[config.mk]
export PLATFORM = sky130hd
export DESIGN_NAME = sampconv_ctrl
export DESIGN_NICKNAME = d
export VERILOG_FILES = /design/src/rtl/sampconv_pkg.sv /design/src/rtl/sampconv_dp.sv /design/src/rtl/sampconv_ctl.sv /design/src/rtl/sampconv_ctrl.sv
export SDC_FILE = /design/constraint.sdc
export NUM_CORES = 1
export LEC_CHECK = 0
export BUFFER_PORTS_ARGS = -buffer_cell sky130_fd_sc_hd__buf_4
export CORE_MARGIN = 3
export CORE_UTILIZATION = 53
export DETAILED_ROUTE_END_ITERATION = 10
export PLACE_DENSITY = 0.81
export SLEW_MARGIN = 10
export SYNTH_ARGS = -nofsm -noshare
export SYNTH_HDL_FRONTEND = slang
export SYNTH_SLANG_ARGS = --single-unit
[constraint.sdc]
create_clock -name clk -period 3.44 [get_ports clk]
set_input_delay 0.172 -clock clk [delete_from_list [all_inputs] [get_ports clk]]
set_output_delay 0.172 -clock clk [all_outputs]
set_load 0.05 [all_outputs]
[src/rtl/sampconv_pkg.sv]
package sampconv_pkg;

  // control word bit positions (decoded by software, so fixed)
  localparam int B_CONV  = 13;
  localparam int B_SRST  = 16;
  localparam int B_EN    = 17;
  localparam int B_FLAG  = 18;
  localparam int B_REF   = 19;
  localparam int B_IEN   = 21;
  localparam int CH_LSB  = 24;
  localparam int CH_W    = 4;
  localparam int DIV_LSB = 1;

  localparam logic [31:0] CON_RESET = 32'h000C_0001;
  localparam int CON_OFF  = 0;
  localparam int DATA_OFF = 4;

  // strobes from control to datapath
  typedef struct packed {
    logic launch;   // capture operands and start the divider
    logic commit;   // conversion time elapsed, load result
    logic clear;    // soft reset of the datapath
  } dpCmd_t;

endpackage

[src/rtl/sampconv_dp.sv]
module sampconv_dp
  import sampconv_pkg::*;
#(
  parameter int NUM_CH   = 8,
  parameter int DATA_W   = 32,
  parameter int RES_BITS = 10
) (
  input  logic                     clk,
  input  logic                     rst_n,
  input  dpCmd_t                   cmd,
  input  logic [CH_W-1:0]          selChan,
  input  logic                     useInt,
  input  logic [NUM_CH*DATA_W-1:0] chanBus,
  input  logic [DATA_W-1:0]        extRef,
  input  logic [DATA_W-1:0]        intRef,
  output logic [31:0]              dataReg,
  output logic                     chanOk
);

  localparam int STEP_W = $clog2(RES_BITS + 1);
  localparam logic [RES_BITS-1:0] MAX_CODE = '1;

  logic [DATA_W-1:0] chanArr [NUM_CH];
  for (genvar g = 0; g < NUM_CH; g++) begin : g_unpack
    assign chanArr[g] = chanBus[g*DATA_W +: DATA_W];
  end

  logic [DATA_W-1:0] chanSel;
  always_comb begin
    chanSel = '0;
    for (int i = 0; i < NUM_CH; i++) begin
      if (int'(selChan) == i) chanSel = chanArr[i];
    end
  end

  logic              chanValid;
  logic [DATA_W-1:0] refVal;
  assign chanValid = int'(selChan) < NUM_CH;
  assign refVal    = useInt ? intRef : extRef;

  logic [DATA_W:0]       remReg;
  logic [DATA_W-1:0]     divisor;
  logic [RES_BITS-1:0]   quot;
  logic                  satFlag;
  logic [STEP_W-1:0]     stepCnt;
  logic [DATA_W:0]       shifted;
  logic                  geq;

  // remainder stays below the divisor, so its top bit is always free
  assign shifted = {remReg[DATA_W-1:0], 1'b0};
  assign geq     = shifted >= {1'b0, divisor};

  always_ff @(posedge clk or negedge rst_n) begin
    if (!rst_n) begin
      remReg  <= '0;
      divisor <= '0;
      quot    <= '0;
      satFlag <= 1'b0;
      stepCnt <= '0;
      chanOk  <= 1'b0;
      dataReg <= '0;
    end else if (cmd.clear) begin
      stepCnt <= '0;
      chanOk  <= 1'b0;
      dataReg <= '0;
    end else begin
      if (cmd.launch) begin
        remReg  <= {1'b0, chanSel};
        divisor <= refVal;
        quot    <= '0;
        satFlag <= chanSel >= refVal;   // covers a zero reference too
        stepCnt <= STEP_W'(RES_BITS);
        chanOk  <= chanValid;
      end else if (stepCnt != '0) begin
        remReg  <= geq ? (shifted - {1'b0, divisor}) : shifted;
        quot    <= {quot[RES_BITS-2:0], geq};
        stepCnt <= stepCnt - 1'b1;
      end
      if (cmd.commit && chanOk) begin
        dataReg <= 32'(satFlag ? MAX_CODE : quot);
      end
    end
  end

  // the quotient must be complete before the counter expires
  assert_div_done_R5: assert property (@(posedge clk) disable iff (!rst_n)
    cmd.commit |-> stepCnt == '0);

  // the stored code never exceeds the saturation limit
  assert_code_range_R5: assert property (@(posedge clk) disable iff (!rst_n)
    dataReg[31:RES_BITS] == '0);

endmodule

[src/rtl/sampconv_ctl.sv]
module sampconv_ctl
  import sampconv_pkg::*;
#(
  parameter int ADDR_W      = 12,
  parameter int DIV_W       = 8,
  parameter int CONV_CYCLES = 20
) (
  input  logic              clk,
  input  logic              rst_n,
  input  logic              reqValid,
  input  logic              reqWrite,
  input  logic [ADDR_W-1:0] reqAddr,
  input  logic [31:0]       reqWdata,
  output logic              respReady,
  output logic [31:0]       respRdata,
  input  logic [31:0]       dataReg,
  input  logic              chanOk,
  output dpCmd_t            cmd,
  output logic [CH_W-1:0]   selChan,
  output logic              useInt,
  output logic              irq
);

  localparam int CNT_W = $clog2(2 * CONV_CYCLES * (2 ** DIV_W));

  logic [31:0]      conReg;
  logic             irqLvl;
  logic             running;
  logic [CNT_W-1:0] cnt;

  logic conHit, dataHit, conWr, softRst, startConv, cancelConv, finish;
  logic [31:0]      wrVal;
  logic [DIV_W-1:0] divField;
  logic [CNT_W-1:0] cntLoad;

  assign conHit  = reqValid && (reqAddr == ADDR_W'(CON_OFF));
  assign dataHit = reqValid && (reqAddr == ADDR_W'(DATA_OFF));
  assign conWr   = conHit && reqWrite;

  assign softRst    = conWr && reqWdata[B_SRST];
  assign startConv  = conWr && !softRst && reqWdata[B_EN] && reqWdata[B_CONV]
                      && !conReg[B_CONV];
  assign cancelConv = conWr && !softRst && !reqWdata[B_CONV];
  // a completion that meets a control write waits one cycle
  assign finish     = running && (cnt == '0) && !conWr;

  assign divField = reqWdata[DIV_LSB +: DIV_W];
  assign cntLoad  = CNT_W'(2 * CONV_CYCLES) * (CNT_W'(divField) + CNT_W'(1))
                    - CNT_W'(1);

  always_comb begin
    wrVal         = reqWdata;
    wrVal[B_FLAG] = reqWdata[B_FLAG] ? 1'b0 : conReg[B_FLAG];
  end

  assign cmd.launch = startConv;
  assign cmd.commit = finish;
  assign cmd.clear  = softRst;
  assign selChan    = reqWdata[CH_LSB +: CH_W];
  assign useInt     = reqWdata[B_REF];
  assign irq        = irqLvl;

  // bus response
  always_ff @(posedge clk or negedge rst_n) begin
    if (!rst_n) begin
      respReady <= 1'b0;
      respRdata <= '0;
    end else begin
      respReady <= reqValid;
      if (reqValid && !reqWrite) begin
        respRdata <= conHit ? conReg : (dataHit ? dataReg : 32'd0);
      end else begin
        respRdata <= '0;
      end
    end
  end

  // control word, interrupt, run state
  always_ff @(posedge clk or negedge rst_n) begin
    if (!rst_n) begin
      conReg  <= CON_RESET;
      irqLvl  <= 1'b0;
      running <= 1'b0;
    end else if (softRst) begin
      conReg  <= CON_RESET;
      irqLvl  <= 1'b0;
      running <= 1'b0;
    end else if (conWr) begin
      conReg <= wrVal;
      if (reqWdata[B_FLAG]) irqLvl <= 1'b0;
      if (startConv)       running <= 1'b1;
      else if (cancelConv) running <= 1'b0;
    end else if (finish) begin
      running <= 1'b0;
      if (chanOk) begin
        conReg[B_CONV] <= 1'b0;
        if (conReg[B_IEN]) begin
          conReg[B_FLAG] <= 1'b1;
          irqLvl         <= 1'b1;
        end
      end
    end
  end

  // conversion timer
  always_ff @(posedge clk or negedge rst_n) begin
    if (!rst_n) begin
      cnt <= '0;
    end else if (softRst) begin
      cnt <= '0;
    end else if (startConv) begin
      cnt <= cntLoad;
    end else if (running && cnt != '0) begin
      cnt <= cnt - 1'b1;
    end
  end

  assert_ready_R2: assert property (@(posedge clk) disable iff (!rst_n)
    reqValid |=> respReady);

  assert_busy_bit_R3: assert property (@(posedge clk) disable iff (!rst_n)
    running |-> conReg[B_CONV]);

  assert_irq_flag_R6: assert property (@(posedge clk) disable iff (!rst_n)
    irqLvl |-> conReg[B_FLAG]);

  assert_w1c_R7: assert property (@(posedge clk) disable iff (!rst_n)
    (conWr && reqWdata[B_FLAG]) |=> !irq);

  assert_softrst_R9: assert property (@(posedge clk) disable iff (!rst_n)
    softRst |=> (conReg == CON_RESET) && !running && !irq);

endmodule

[src/rtl/sampconv_ctrl.sv]
module sampconv_ctrl
  import sampconv_pkg::*;
#(
  parameter int NUM_CH      = 8,
  parameter int DATA_W      = 32,
  parameter int RES_BITS    = 10,
  parameter int ADDR_W      = 12,
  parameter int DIV_W       = 8,
  parameter int CONV_CYCLES = 20
) (
  input  logic                     clk,
  input  logic                     rst_n,
  input  logic                     reqValid,
  input  logic                     reqWrite,
  input  logic [ADDR_W-1:0]        reqAddr,
  input  logic [31:0]              reqWdata,
  output logic                     respReady,
  output logic [31:0]              respRdata,
  input  logic [NUM_CH*DATA_W-1:0] chanBus,
  input  logic [DATA_W-1:0]        extRef,
  input  logic [DATA_W-1:0]        intRef,
  output logic                     irq
);

  dpCmd_t          cmd;
  logic [CH_W-1:0] selChan;
  logic            useInt;
  logic [31:0]     dataReg;
  logic            chanOk;

  sampconv_ctl #(
    .ADDR_W(ADDR_W), .DIV_W(DIV_W), .CONV_CYCLES(CONV_CYCLES)
  ) u_ctl (
    .clk(clk), .rst_n(rst_n),
    .reqValid(reqValid), .reqWrite(reqWrite), .reqAddr(reqAddr),
    .reqWdata(reqWdata), .respReady(respReady), .respRdata(respRdata),
    .dataReg(dataReg), .chanOk(chanOk), .cmd(cmd),
    .selChan(selChan), .useInt(useInt), .irq(irq)
  );

  sampconv_dp #(
    .NUM_CH(NUM_CH), .DATA_W(DATA_W), .RES_BITS(RES_BITS)
  ) u_dp (
    .clk(clk), .rst_n(rst_n), .cmd(cmd),
    .selChan(selChan), .useInt(useInt), .chanBus(chanBus),
    .extRef(extRef), .intRef(intRef),
    .dataReg(dataReg), .chanOk(chanOk)
  );

endmodule

==> impl_metrics.csv, run 1 <==
group,metric,value,unit
status,status,"finished, final reports clean",
logic_synthesis,synth_xor_area_share,3.82,%
worst_setup_path,crit_chain,"dlygate4sd3_1 > buf_4 > nor4b_1 > nand4_1 > buf_4 > nor2_1 > buf_4 > or2_2 > nor2_1 > nand2_1 > o22ai_1",
finish,final_core_util,71.9,%
routing,vias,13054,
logic_synthesis,synth_simple_gate_area_share,16.0,%
floorplanning,die_area,26100,µm²
floorplanning,rows,56,
logic_synthesis,ys_top_cells_by_count,"dfrtp_1, nand2_1, o21ai_0",
logic_synthesis,ys_seq_elements,171,
clocking,clk_latency,0.44,ns
worst_setup_path,crit_path_end_kind,"flip-flop",
logic_synthesis,async_flop_share,100,%
global_routing,use_met2,66.0,%
worst_setup_path,cp_top_family,"simple AND/OR/NAND/NOR gates",
placed_design,dp_hpwl,41500,µm
logic_synthesis,synth_compound_area_share,17.2,%
worst_setup_path,cp_slowest_cell,"nor2_1",
logic_synthesis,ys_seq_area_share,33.4,%
clocking,cts_tree,"done",
routing,wire_per_inst,24.0,µm
pwr,p_switching,4.04,mW
worst_setup_path,worst_path_most_repeated_cell,"buf_4",
global_routing,overflow,0,
worst_setup_path,criticalPathCategory,"input port to flip-flop",
global_routing,grt_pass1_wl,77300,µm
pwr,p_per_area,566,nW/µm²
finish,areaGrowthSynthToFinish,32.4,%
sta,clock_skew,0.0142,ns
clocking,cts_made_buffers,17,
min_path,worst_hold_path_type,"input port to flip-flop",
clocking,root_buffer,"clkbuf_16",
sta,max_freq,0.306,GHz
pwr,combPwrFrac,50.9,%
global_routing,antenna_found_initial,4,
global_routing,grt_use_met1,46.7,%
worst_setup_path,max_stage_delay,0.69,ns
pwr,clockPowerShare,21.0,%
sta,min_period_over_period,95.2,%
routing,firstDrtPassIters,5,
logic_synthesis,yosysTopAreaCellShare,32.8,%
logic_synthesis,synth_most_common_cell,"dfrtp_1",
clocking,cts_num_sinks,171,
logic_synthesis,synth.distinct_cells,73,
finish,nNetsFinal,2249,
logic_synthesis,synthTopCellsByArea,"dfrtp_1, mux4_2, ha_1",
routing,vias_per_cell,6.12,
global_routing,grt_max_degree,86,
logic_synthesis,synth-edff-count,0,
worst_setup_path,crit_arrival,3.62,ns
pwr,finalPower,9.61,mW
clocking,cts_resized,0,
sta,finalSetupViolations,0,
floorplanning,coreArea,23600,µm²
floorplanning,initial_core_util,54.3,%
clocking,clkTransAtPathRegs,0.08,ns
sta,slew_viol_final,0,
logic_synthesis,synth_ff_type,"dfrtp_1",
worst_setup_path,worstSetupStartpointType,"input port",
logic_synthesis,synth.area.mux_share,16.6,%
worst_setup_path,path_max_fanout,69,
sta,fin_tns_setup,0,ns
pwr,p_leak,7.96,nW
pwr,max-vdd-ir-drop,440,µV
sta,finalCriticalPeriod,3.27,ns
pwr,p_int,5.57,mW
pwr,sequentialPowerShare,28.2,%
logic_synthesis,synth_cells,1406,
logic_synthesis,syn_nets,1858,
logic_synthesis,ys_warn_count,0,
worst_setup_path,cp.required,3.78,ns
global_routing,grt_pass1_vias,13296,
sta,layout_setup_ws,0.167,ns
logic_synthesis,synthAdderAreaFrac,8.31,%
clocking,htree_levels,4,
sta,worst_pin_slew,0.887,ns
routing,dr.first_iter.drc_count,1493,
sta,hold_viol,0,
run,cap_viol_max_count,0,
global_routing,track_usage,38.9,%
placed_design,pre_cts_slack,0.174,ns
placed_design,dpl_cell_area,16200,µm²
logic_synthesis,synth_area,12800,µm²
finish,fin_area,17000,µm²
logic_synthesis,synth_top_family_by_area,"compound AO/OA/AOI/OAI gates",
sta,maxSlewHeadroom,40.7,%
routing,drt.antenna.violating_nets,0,
pwr,sw_frac_of_total,42.0,%
clocking,cts_buffer_depth,2,
logic_synthesis,syn_area_per_cell,9.12,µm²
placed_design,portBuffers,401,
sta,rsz0062_at_grt,"false",
floorplanning,die_x,162,µm
logic_synthesis,synth_top_cell_by_area,"dfrtp_1",
global_routing,grt_use_met3,7.49,%
routing,drt-total-wl,51200,µm
finish,drive_gt1_share,30.7,%
worst_setup_path,path_buf_inv,4,
global_routing,busiest_layer,"met2",
floorplanning,io_pins,402,
floorplanning,die_h,162,µm
placed_design,gp_congestion,1.04,
routing,drc,0,
[layer usage]
metal  routed length, µm  vias up
li1                    -     5884
met1               19200     6352
met2               25100      674
met3                3760      142
met4                3080        2
met5                  13        -
[worst reg2reg max path, cell delays in order, from the launching register on]
cell and delay [ns]:
dfrtp_1 0.42, ha_1 0.40, a211o_1 0.30, a21oi_1 0.18, o21ai_0 0.17, a31o_2 0.32, o21ai_4 0.33, and2_4 0.42
mux2_2 0.38, o21ai_0 0.16
[sequential cells by signal (all words and copies together) (netlist names)]
name,flops
u_dp.divisor,32
u_ctl.respReady,1
u_dp.satFlag,1
u_ctl.respRdata,32
u_dp.stepCnt,4
u_dp.quot,10
u_dp.chanOk,1
u_dp.dataReg,10
u_ctl.irq,1
u_ctl.conReg,32
u_ctl.cnt,14
u_dp.remReg,32
u_ctl.running,1
[cell usage in the layout (no fill, tap or decap), types with 9 or more instances in the layout]
cell type and count:
dfrtp_1 168, nor2b_1 12, mux2i_1 84, a211oi_1 14, o22ai_1 15, and2_1 27, xor2_1 23, a22oi_1 11
buf_4 439, nand2b_1 11, nor3_1 31, clkbuf_16 17, o21a_1 9, inv_1 60, nand3_1 31, nor2_1 116
xnor2_1 33, ha_1 82, a31oi_1 16, nor4_1 9, o31ai_1 10, mux4_2 56, nand4_1 13, a21o_1 12
dlygate4sd3_1 12, o21ai_0 136, nand2_1 165, a21oi_1 75
[logic make-up (layout without fill, tap and decap cells)]
| kind of cell | Yosys count | after routing |
|---|---|---|
| compound gates | 358 | 358 |
| xor+xnor | 56 | 56 |
| fa+ha+maj | 84 | 84 |
| buf+inv | 144 | 548 |
| flops | 171 | 171 |
| mux | 142 | 142 |
| other cells | 0 | 3 |
| simple gates | 451 | 451 |
[metrics by stage]
stage                     cells  hold slack, ns
final                      2132         0.00839
after global routing       2132         0.00439
after CTS                  2129        0.000619
after detailed placement   2085           0.194
after global placement     2085           0.194
after floorplan            1406          -0.124
[repair_timing]
action | 4_1_cts | 5_1_grt
hold buffers | 12 | 0
endpoints found under the hold margin | 71 | 0
buffers inserted | 0 | 0
[final cells by class]
type / instances / area, µm²
Antenna cell: 3 / 7.51
Clock buffer: 17 / 425
Clock inverter: 15 / 198
Fill cell: 1808 / 6630
Inverter: 61 / 229
Multi-Input combinational cell: 1091 / 7950
Sequential cell: 171 / 4280
Tap cell: 319 / 399
Timing Repair Buffer: 455 / 3490
[worst paths after layout]
check	cells past startpoint	slack, ns	to	start
setup / recovery	11	0.17	u_dp.remReg[29]	reqValid
hold / removal	3	0.008	u_ctl.conReg[29]	reqWdata[29]
setup reg to reg	9	0.27	u_dp.remReg[1]	u_dp.remReg[17]
hold reg to reg	1	0.48	u_ctl.respRdata[14]	u_ctl.conReg[14]
max in group asynchronous	3	2.22	u_dp.divisor[10]	rst_n
min in group asynchronous	2	0.29	u_ctl.conReg[15]	rst_n
[power by group through the flow]
stage / sequential, mW / clock [mW] / combinational, mW
floorplan: 2.60 / 0 / 3.40
global placement: 2.71 / 0 / 4.62
detailed placement: 2.72 / 0 / 4.73
CTS: 2.69 / 2.03 / 4.79
global route: 2.73 / 2.12 / 5.32
finish: 2.71 / 2.01 / 4.89
Note: power is estimated with default switching activity, not from simulation.
==> run 2: changes to the inputs <==
--- a/config.mk
+++ b/config.mk
@@ -7,9 +7,9 @@
 export LEC_CHECK = 0
 export BUFFER_PORTS_ARGS = -buffer_cell sky130_fd_sc_hd__buf_4
 export CORE_MARGIN = 3
-export CORE_UTILIZATION = 53
+export CORE_UTILIZATION = 57
 export DETAILED_ROUTE_END_ITERATION = 10
-export PLACE_DENSITY = 0.81
+export PLACE_DENSITY = 0.87
 export SLEW_MARGIN = 10
 export SYNTH_ARGS = -nofsm -noshare
 export SYNTH_HDL_FRONTEND = slang
==> constraint.sdc (replaced) <==
create_clock -name clk -period 4 [get_ports clk]
set_input_delay 0.2 -clock clk [delete_from_list [all_inputs] [get_ports clk]]
set_output_delay 0.2 -clock clk [all_outputs]
set_load 0.05 [all_outputs]
==> run 2 against run 1 <==
Against the previous run:
- sequential cell count is the same
- clock-buffer cell count grew 1
- power shrank 15%
- clock power shrank 19%
- clock skew grew 0.00068 ns
- largest cell class unchanged
==> impl_metrics.csv, run 2 (synthesized netlist as in run 1, its figures left out) <==
group,metric,value,unit
global_routing,antenna_found_initial,3,
finish,nNetsFinal,2224,
sta,maxSlewHeadroom,29.2,%
routing,drc,0,
min_path,worstHoldStart,"reqWdata[14]",
worst_setup_path,criticalPathCategory,"input port to flip-flop",
routing,dr.first_iter.drc_count,1398,
routing,firstDrtPassIters,6,
clocking,cts_resized,0,
clocking,root_buffer,"clkbuf_16",
global_routing,overflow,0,
worst_setup_path,cp_top_family,"simple AND/OR/NAND/NOR gates",
routing,drt.antenna.violating_nets,0,
min_path,hold_depth,3,
placed_design,dp_hpwl,40400,µm
worst_setup_path,cp_slowest_cell,"nor3b_1",
floorplanning,initial_core_util,58.4,%
sta,worst_pin_slew,1.06,ns
sta,slew_viol_final,0,
global_routing,busiest_layer,"met2",
clocking,htree_levels,4,
clocking,clkTransAtPathRegs,0.08,ns
min_path,whs_endpoint,"u_ctl.conReg[14]",
finish,ff_latch_area,4280,µm²
finish,stdcell_count,2066,
floorplanning,die_x,156,µm
sta,hold_viol,0,
clocking,cts_buffer_depth,2,
placed_design,dpl_cell_area,16000,µm²
clocking,cts_made_buffers,17,
sta,max_freq,0.301,GHz
clocking,cts_num_sinks,171,
min_path,worst_hold_path_type,"input port to flip-flop",
worst_setup_path,r2r_slack,0.76,ns
global_routing,grt_pass1_vias,13157,
sta,finalCriticalPeriod,3.32,ns
placed_design,pre_cts_slack,0.516,ns
worst_setup_path,cp.required,4.32,ns
run,cap_viol_max_count,0,
pwr,finalPower,8.16,mW
sta,rsz0062_at_grt,"false",
worst_setup_path,crit_path_end_kind,"flip-flop",
global_routing,grt_use_met3,9.49,%
global_routing,use_met2,68.1,%
sta,fin_tns_setup,0,ns
finish,fin_area,16700,µm²
finish,mostFrequentLayoutCells,"buf_4, dfrtp_1, nand2_1",
worst_setup_path,worstSetupStartpointType,"input port",
sta,layout_setup_ws,0.678,ns
routing,vias,12985,
global_routing,grt_use_met1,48.7,%
placed_design,dpl.cell_count,2031,
pwr,max-vdd-ir-drop,424,µV
worst_setup_path,crit_chain,"dlygate4sd3_1 > buf_4 > nor4b_1 > nand4_1 > nor3b_1 > nand2_2 > nand2_1 > buf_4 > a211oi_1 > mux2i_1 > nand2_1",
worst_setup_path,r2r-start,"u_dp.remReg[22]",
worst_setup_path,reg2reg_to,"u_dp.remReg[19]",
worst_setup_path,max_stage_delay,0.58,ns
worst_setup_path,crit_arrival,3.64,ns
sta,clock_skew,0.0149,ns
floorplanning,coreArea,22000,µm²
routing,drt-total-wl,50000,µm
pwr,p_leak,7.80,nW
global_routing,grt_max_degree,116,
floorplanning,die_h,156,µm
sta,min_period_over_period,83.1,%
worst_setup_path,path_max_fanout,18,
routing,wire_per_inst,24.2,µm
sta,whs,0.0224,ns
global_routing,grt_pass1_wl,74900,µm
clocking,cts_tree,"done",
finish,final_core_util,75.8,%
floorplanning,io_pins,402,
worst_setup_path,r2r_cells,9,
global_routing,track_usage,40.6,%
clocking,clk_latency,0.44,ns
routing,vias_per_cell,6.29,
placed_design,portBuffers,401,
finish,fill_cells,1549,
placed_design,gp_congestion,1.05,
finish,multi_input_area,7950,µm²
floorplanning,die_area,24300,µm²
sta,finalSetupViolations,0,
status,status,"finished, final reports clean",
finish,final_common_cell,"buf_4",
worst_setup_path,path_buf_inv,3,
finish,areaGrowthSynthToFinish,29.8,%
pwr,p_per_area,490,nW/µm²
floorplanning,rows,54,
finish,drive_gt1_share,30.2,%
run 2: final cells by class:
| cell class | instances | share of cell area, % |
|---|---|---|
| Multi-Input combinational cell | 1091 | 47.8 |
| Sequential cell | 171 | 25.7 |
| Timing Repair Buffer | 430 | 19.5 |
| Clock buffer | 18 | 2.58 |
| Tap cell | 280 | 2.10 |
| Inverter | 61 | 1.38 |
| Clock inverter | 14 | 0.932 |
| Antenna cell | 1 | 0.0150 |
run 2: how the worst max path moves through the flow:
stage / slack, ns / from / end / cells after the start
after global placement: 0.66 / reqWdata[24] / u_dp.satFlag / 14
after CTS: 0.80 / reqValid / u_ctl.cnt[5] / 10
after detailed placement: 0.52 / reqWdata[24] / u_dp.satFlag / 14
final: 0.68 / reqValid / u_dp.remReg[24] / 11
after floorplan: 0.94 / reqWdata[24] / u_dp.satFlag / 14
after global routing: 0.40 / reqValid / u_ctl.cnt[5] / 10
run 2: where the power goes:
group          switching [mW]  internal, mW
combinational            2.36          1.84
sequential              0.294          2.04
clock                   0.801         0.832
run 2: worst register-to-register path, delay by kind of cell (launching register included):
family	cells	cell delay, ns
and+or+nand+nor	4	1.08
adders and majority gates	1	0.47
DFF	1	0.45
AOI/OAI and AO/OA	2	0.43
muxes	1	0.35
buffers and inverters	1	0.30
run 2: metal layers:
| layer | up-vias | routed length [µm] | part of all wire, % |
|---|---|---|---|
| li1 | 5834 | - | - |
| met1 | 6209 | 18000 | 36 |
| met2 | 775 | 24300 | 49 |
| met3 | 163 | 4680 | 9.4 |
| met4 | 4 | 2990 | 6.0 |
| met5 | - | 23 | 0.046 |
run 2: repair_timing:
action,4_1_cts,5_1_grt
setup buffers,0,0
hold buffers,2,0
endpoints found under the hold margin,111,0
==> run 3: changes to the inputs <==
--- a/config.mk
+++ b/config.mk
@@ -7,9 +7,9 @@
 export LEC_CHECK = 0
 export BUFFER_PORTS_ARGS = -buffer_cell sky130_fd_sc_hd__buf_4
 export CORE_MARGIN = 3
-export CORE_UTILIZATION = 57
+export CORE_UTILIZATION = 48
 export DETAILED_ROUTE_END_ITERATION = 10
-export PLACE_DENSITY = 0.87
+export PLACE_DENSITY = 0.78
 export SLEW_MARGIN = 10
 export SYNTH_ARGS = -nofsm -noshare
 export SYNTH_HDL_FRONTEND = slang
==> constraint.sdc (replaced) <==
create_clock -name clk -period 2.7 [get_ports clk]
set_input_delay 0.135 -clock clk [delete_from_list [all_inputs] [get_ports clk]]
set_output_delay 0.135 -clock clk [all_outputs]
set_load 0.05 [all_outputs]
==> run 3 against run 2 <==
Against the previous run:
- first-iteration DRC count is 15% lower
- sequential cell count stayed put
- sequential share of layout area is 2.6 points lower
- largest power group unchanged
- core utilization is 5.0 points lower
- sequential power is 48% higher
- power is 66% higher
==> impl_metrics.csv, run 3 (synthesized netlist as in run 1, its figures left out) <==
group,metric,value,unit
pwr,combPwrFrac,55.4,%
routing,wire_per_inst,21.6,µm
worst_setup_path,crit_arrival,3.00,ns
sta,fin_tns_setup,0,ns
worst_setup_path,criticalPathCategory,"flip-flop to flip-flop",
placed_design,dpl.cell_count,2231,
worst_setup_path,crit_path_end_kind,"flip-flop",
routing,drt-total-wl,49500,µm
placed_design,gp_congestion,1.01,
clocking,clkTransAtPathRegs,0.08,ns
finish,drive_gt1_share,37.7,%
clocking,htree_levels,4,
sta,rsz0062_at_grt,"true",
routing,drt.antenna.violating_nets,0,
worst_setup_path,worstSetupStartpointType,"flip-flop",
routing,dr.first_iter.drc_count,1195,
worst_setup_path,worst_path_most_repeated_cell,"o21ai_1",
routing,routed.top_layer,"met5",
routing,drc,0,
clocking,cts_made_buffers,17,
clocking,clk_latency,0.44,ns
worst_setup_path,max_stage_delay,0.38,ns
worst_setup_path,r2r_slack,0.07,ns
floorplanning,io_pins,402,
pwr,max-vdd-ir-drop,481,µV
pwr,p_switching,5.55,mW
clocking,root_buffer,"clkbuf_16",
routing,vias_per_cell,5.80,
worst_setup_path,path_buf_inv,1,
clocking,cts_tree,"done",
sta,finalCriticalPeriod,2.63,ns
finish,stdcell_count,2290,
global_routing,antenna_found_initial,4,
routing,vias,13280,
worst_setup_path,cp_top_family,"compound AO/OA/AOI/OAI gates",
floorplanning,rows,59,
run,cap_viol_max_count,0,
pwr,clockPowerShare,19.3,%
floorplanning,coreArea,26100,µm²
worst_setup_path,path_max_fanout,6,
finish,areaGrowthSynthToFinish,44.2,%
floorplanning,die_h,169,µm
sta,slew_viol_final,0,
global_routing,grt_max_degree,76,
floorplanning,initial_core_util,49.1,%
placed_design,dp_hpwl,40100,µm
finish,final_common_cell,"buf_4",
finish,nNetsFinal,2391,
pwr,p_per_area,734,nW/µm²
global_routing,grt_pass1_vias,13713,
placed_design,portBuffers,401,
worst_setup_path,cp_slowest_cell,"dfrtp_1",
pwr,sw_frac_of_total,40.9,%
sta,hold_viol,0,
min_path,hold_depth,3,
routing,wl_met1,18100,µm
global_routing,grt_pass1_wl,75100,µm
routing,dr_wl_met2,25600,µm
sta,finalSetupViolations,0,
routing,firstDrtPassIters,5,
worst_setup_path,crit_chain,"inv_1 > ha_4 > a21oi_1 > o21ai_1 > a211o_1 > o211a_4 > o21ai_4 > and2_4 > mux2_2 > o21ai_1",
worst_setup_path,cp.required,3.06,ns
clocking,cts_buffer_depth,2,
global_routing,track_usage,33.7,%
sta,min_period_over_period,97.5,%
finish,mostFrequentLayoutCells,"buf_4, dfrtp_1, nand2_1",
pwr,p_leak,8.73,nW
finish,final_core_util,70.8,%
sta,max_freq,0.380,GHz
floorplanning,die_area,28700,µm²
worst_setup_path,crit_cells,10,
pwr,sequentialPowerShare,25.3,%
min_path,worst_hold_path_type,"input port to flip-flop",
pwr,p_int,8.03,mW
sta,clock_skew,0.0147,ns
routing,dr_wl_met3,3560,µm
global_routing,overflow,0,
floorplanning,die_x,169,µm
sta,worst_pin_slew,0.690,ns
clocking,cts_num_sinks,171,
status,status,"finished, final reports clean",
worst_setup_path,r2r_cells,10,
finish,fill_cells,1967,
sta,maxSlewHeadroom,54.0,%
## run 3: cell count changes in the layout (fill, tap and decap cells not counted), moves of 9 or more
cell and delta:
a21oi_1 -9, buf_12 +11, buf_4 +136, dlygate4sd3_1 +16, ha_1 -10, o21ai_0 -10
## run 3: metrics by stage
stage / hold slack [ns] / cell area, µm² / power [mW] / worst slack [ns]
floorplan: -0.161 / 12800 / 7.65 / -0.0704
finish: 0.0186 / 18500 / 13.6 / 0.0663
global route: 0.0189 / 18500 / 14.4 / -0.0274
CTS: 0.00402 / 18200 / 13.0 / 0.00531
global placement: 0.212 / 17300 / 10.1 / -0.289
detailed placement: 0.212 / 17300 / 10.3 / -0.397
## run 3: cell type report
class,count,area [µm²],share of cell area (%)
Tap cell,335,419,2.27
Multi-Input combinational cell,1092,8220,44.4
Clock buffer,17,425,2.30
Sequential cell,171,4280,23.2
Antenna cell,3,7.51,0.0406
Clock inverter,15,213,1.15
Inverter,61,229,1.24
Timing Repair Buffer,596,4700,25.4
## run 3: path summary, 6_finish.rpt
check / start / endpoint
max: u_dp.divisor[12] / u_dp.remReg[1]
min: reqWdata[0] / u_ctl.conReg[0]
min reg2reg: u_dp.divisor[25] / u_dp.divisor[25]
max reg2reg: u_dp.divisor[12] / u_dp.remReg[1]
max in group asynchronous: rst_n / u_ctl.conReg[0]
min in group asynchronous: rst_n / u_ctl.respRdata[18]
## run 3: power groups by stage
stage / Clock, mW / Sequential, mW / Combinational, mW
2_1_floorplan: 0 / 3.31 / 4.34
3_3_place_gp: 0 / 3.41 / 6.69
3_5_place_dp: 0 / 3.43 / 6.85
6_report: 2.62 / 3.44 / 7.52
5_1_grt: 2.75 / 3.47 / 8.18
4_1_cts: 2.64 / 3.39 / 6.99
## run 3: timing repair
action	CTS	global route
endpoints found under the setup margin	29	39
buffers inserted	1	3
hold buffers	18	0
gates cloned	1	1
resized for setup	4	62
pin swaps	5	23
hold endpoints to repair	88	0
## run 3: worst reg2reg max path, stage by stage, from the launching register on
cell,delay (ns)
dfrtp_1,0.38
inv_1,0.12
ha_4,0.24
a21oi_1,0.16
o21ai_1,0.11
a211o_1,0.31
o211a_4,0.29
o21ai_4,0.22
and2_4,0.25
mux2_2,0.37
o21ai_1,0.11
## run 3: layer usage
layer,vias to the layer above,global-route usage [%]
met5,-,0
met4,4,12.5
met3,121,6.64
met2,621,62.0
met1,6365,38.7
li1,6169,-
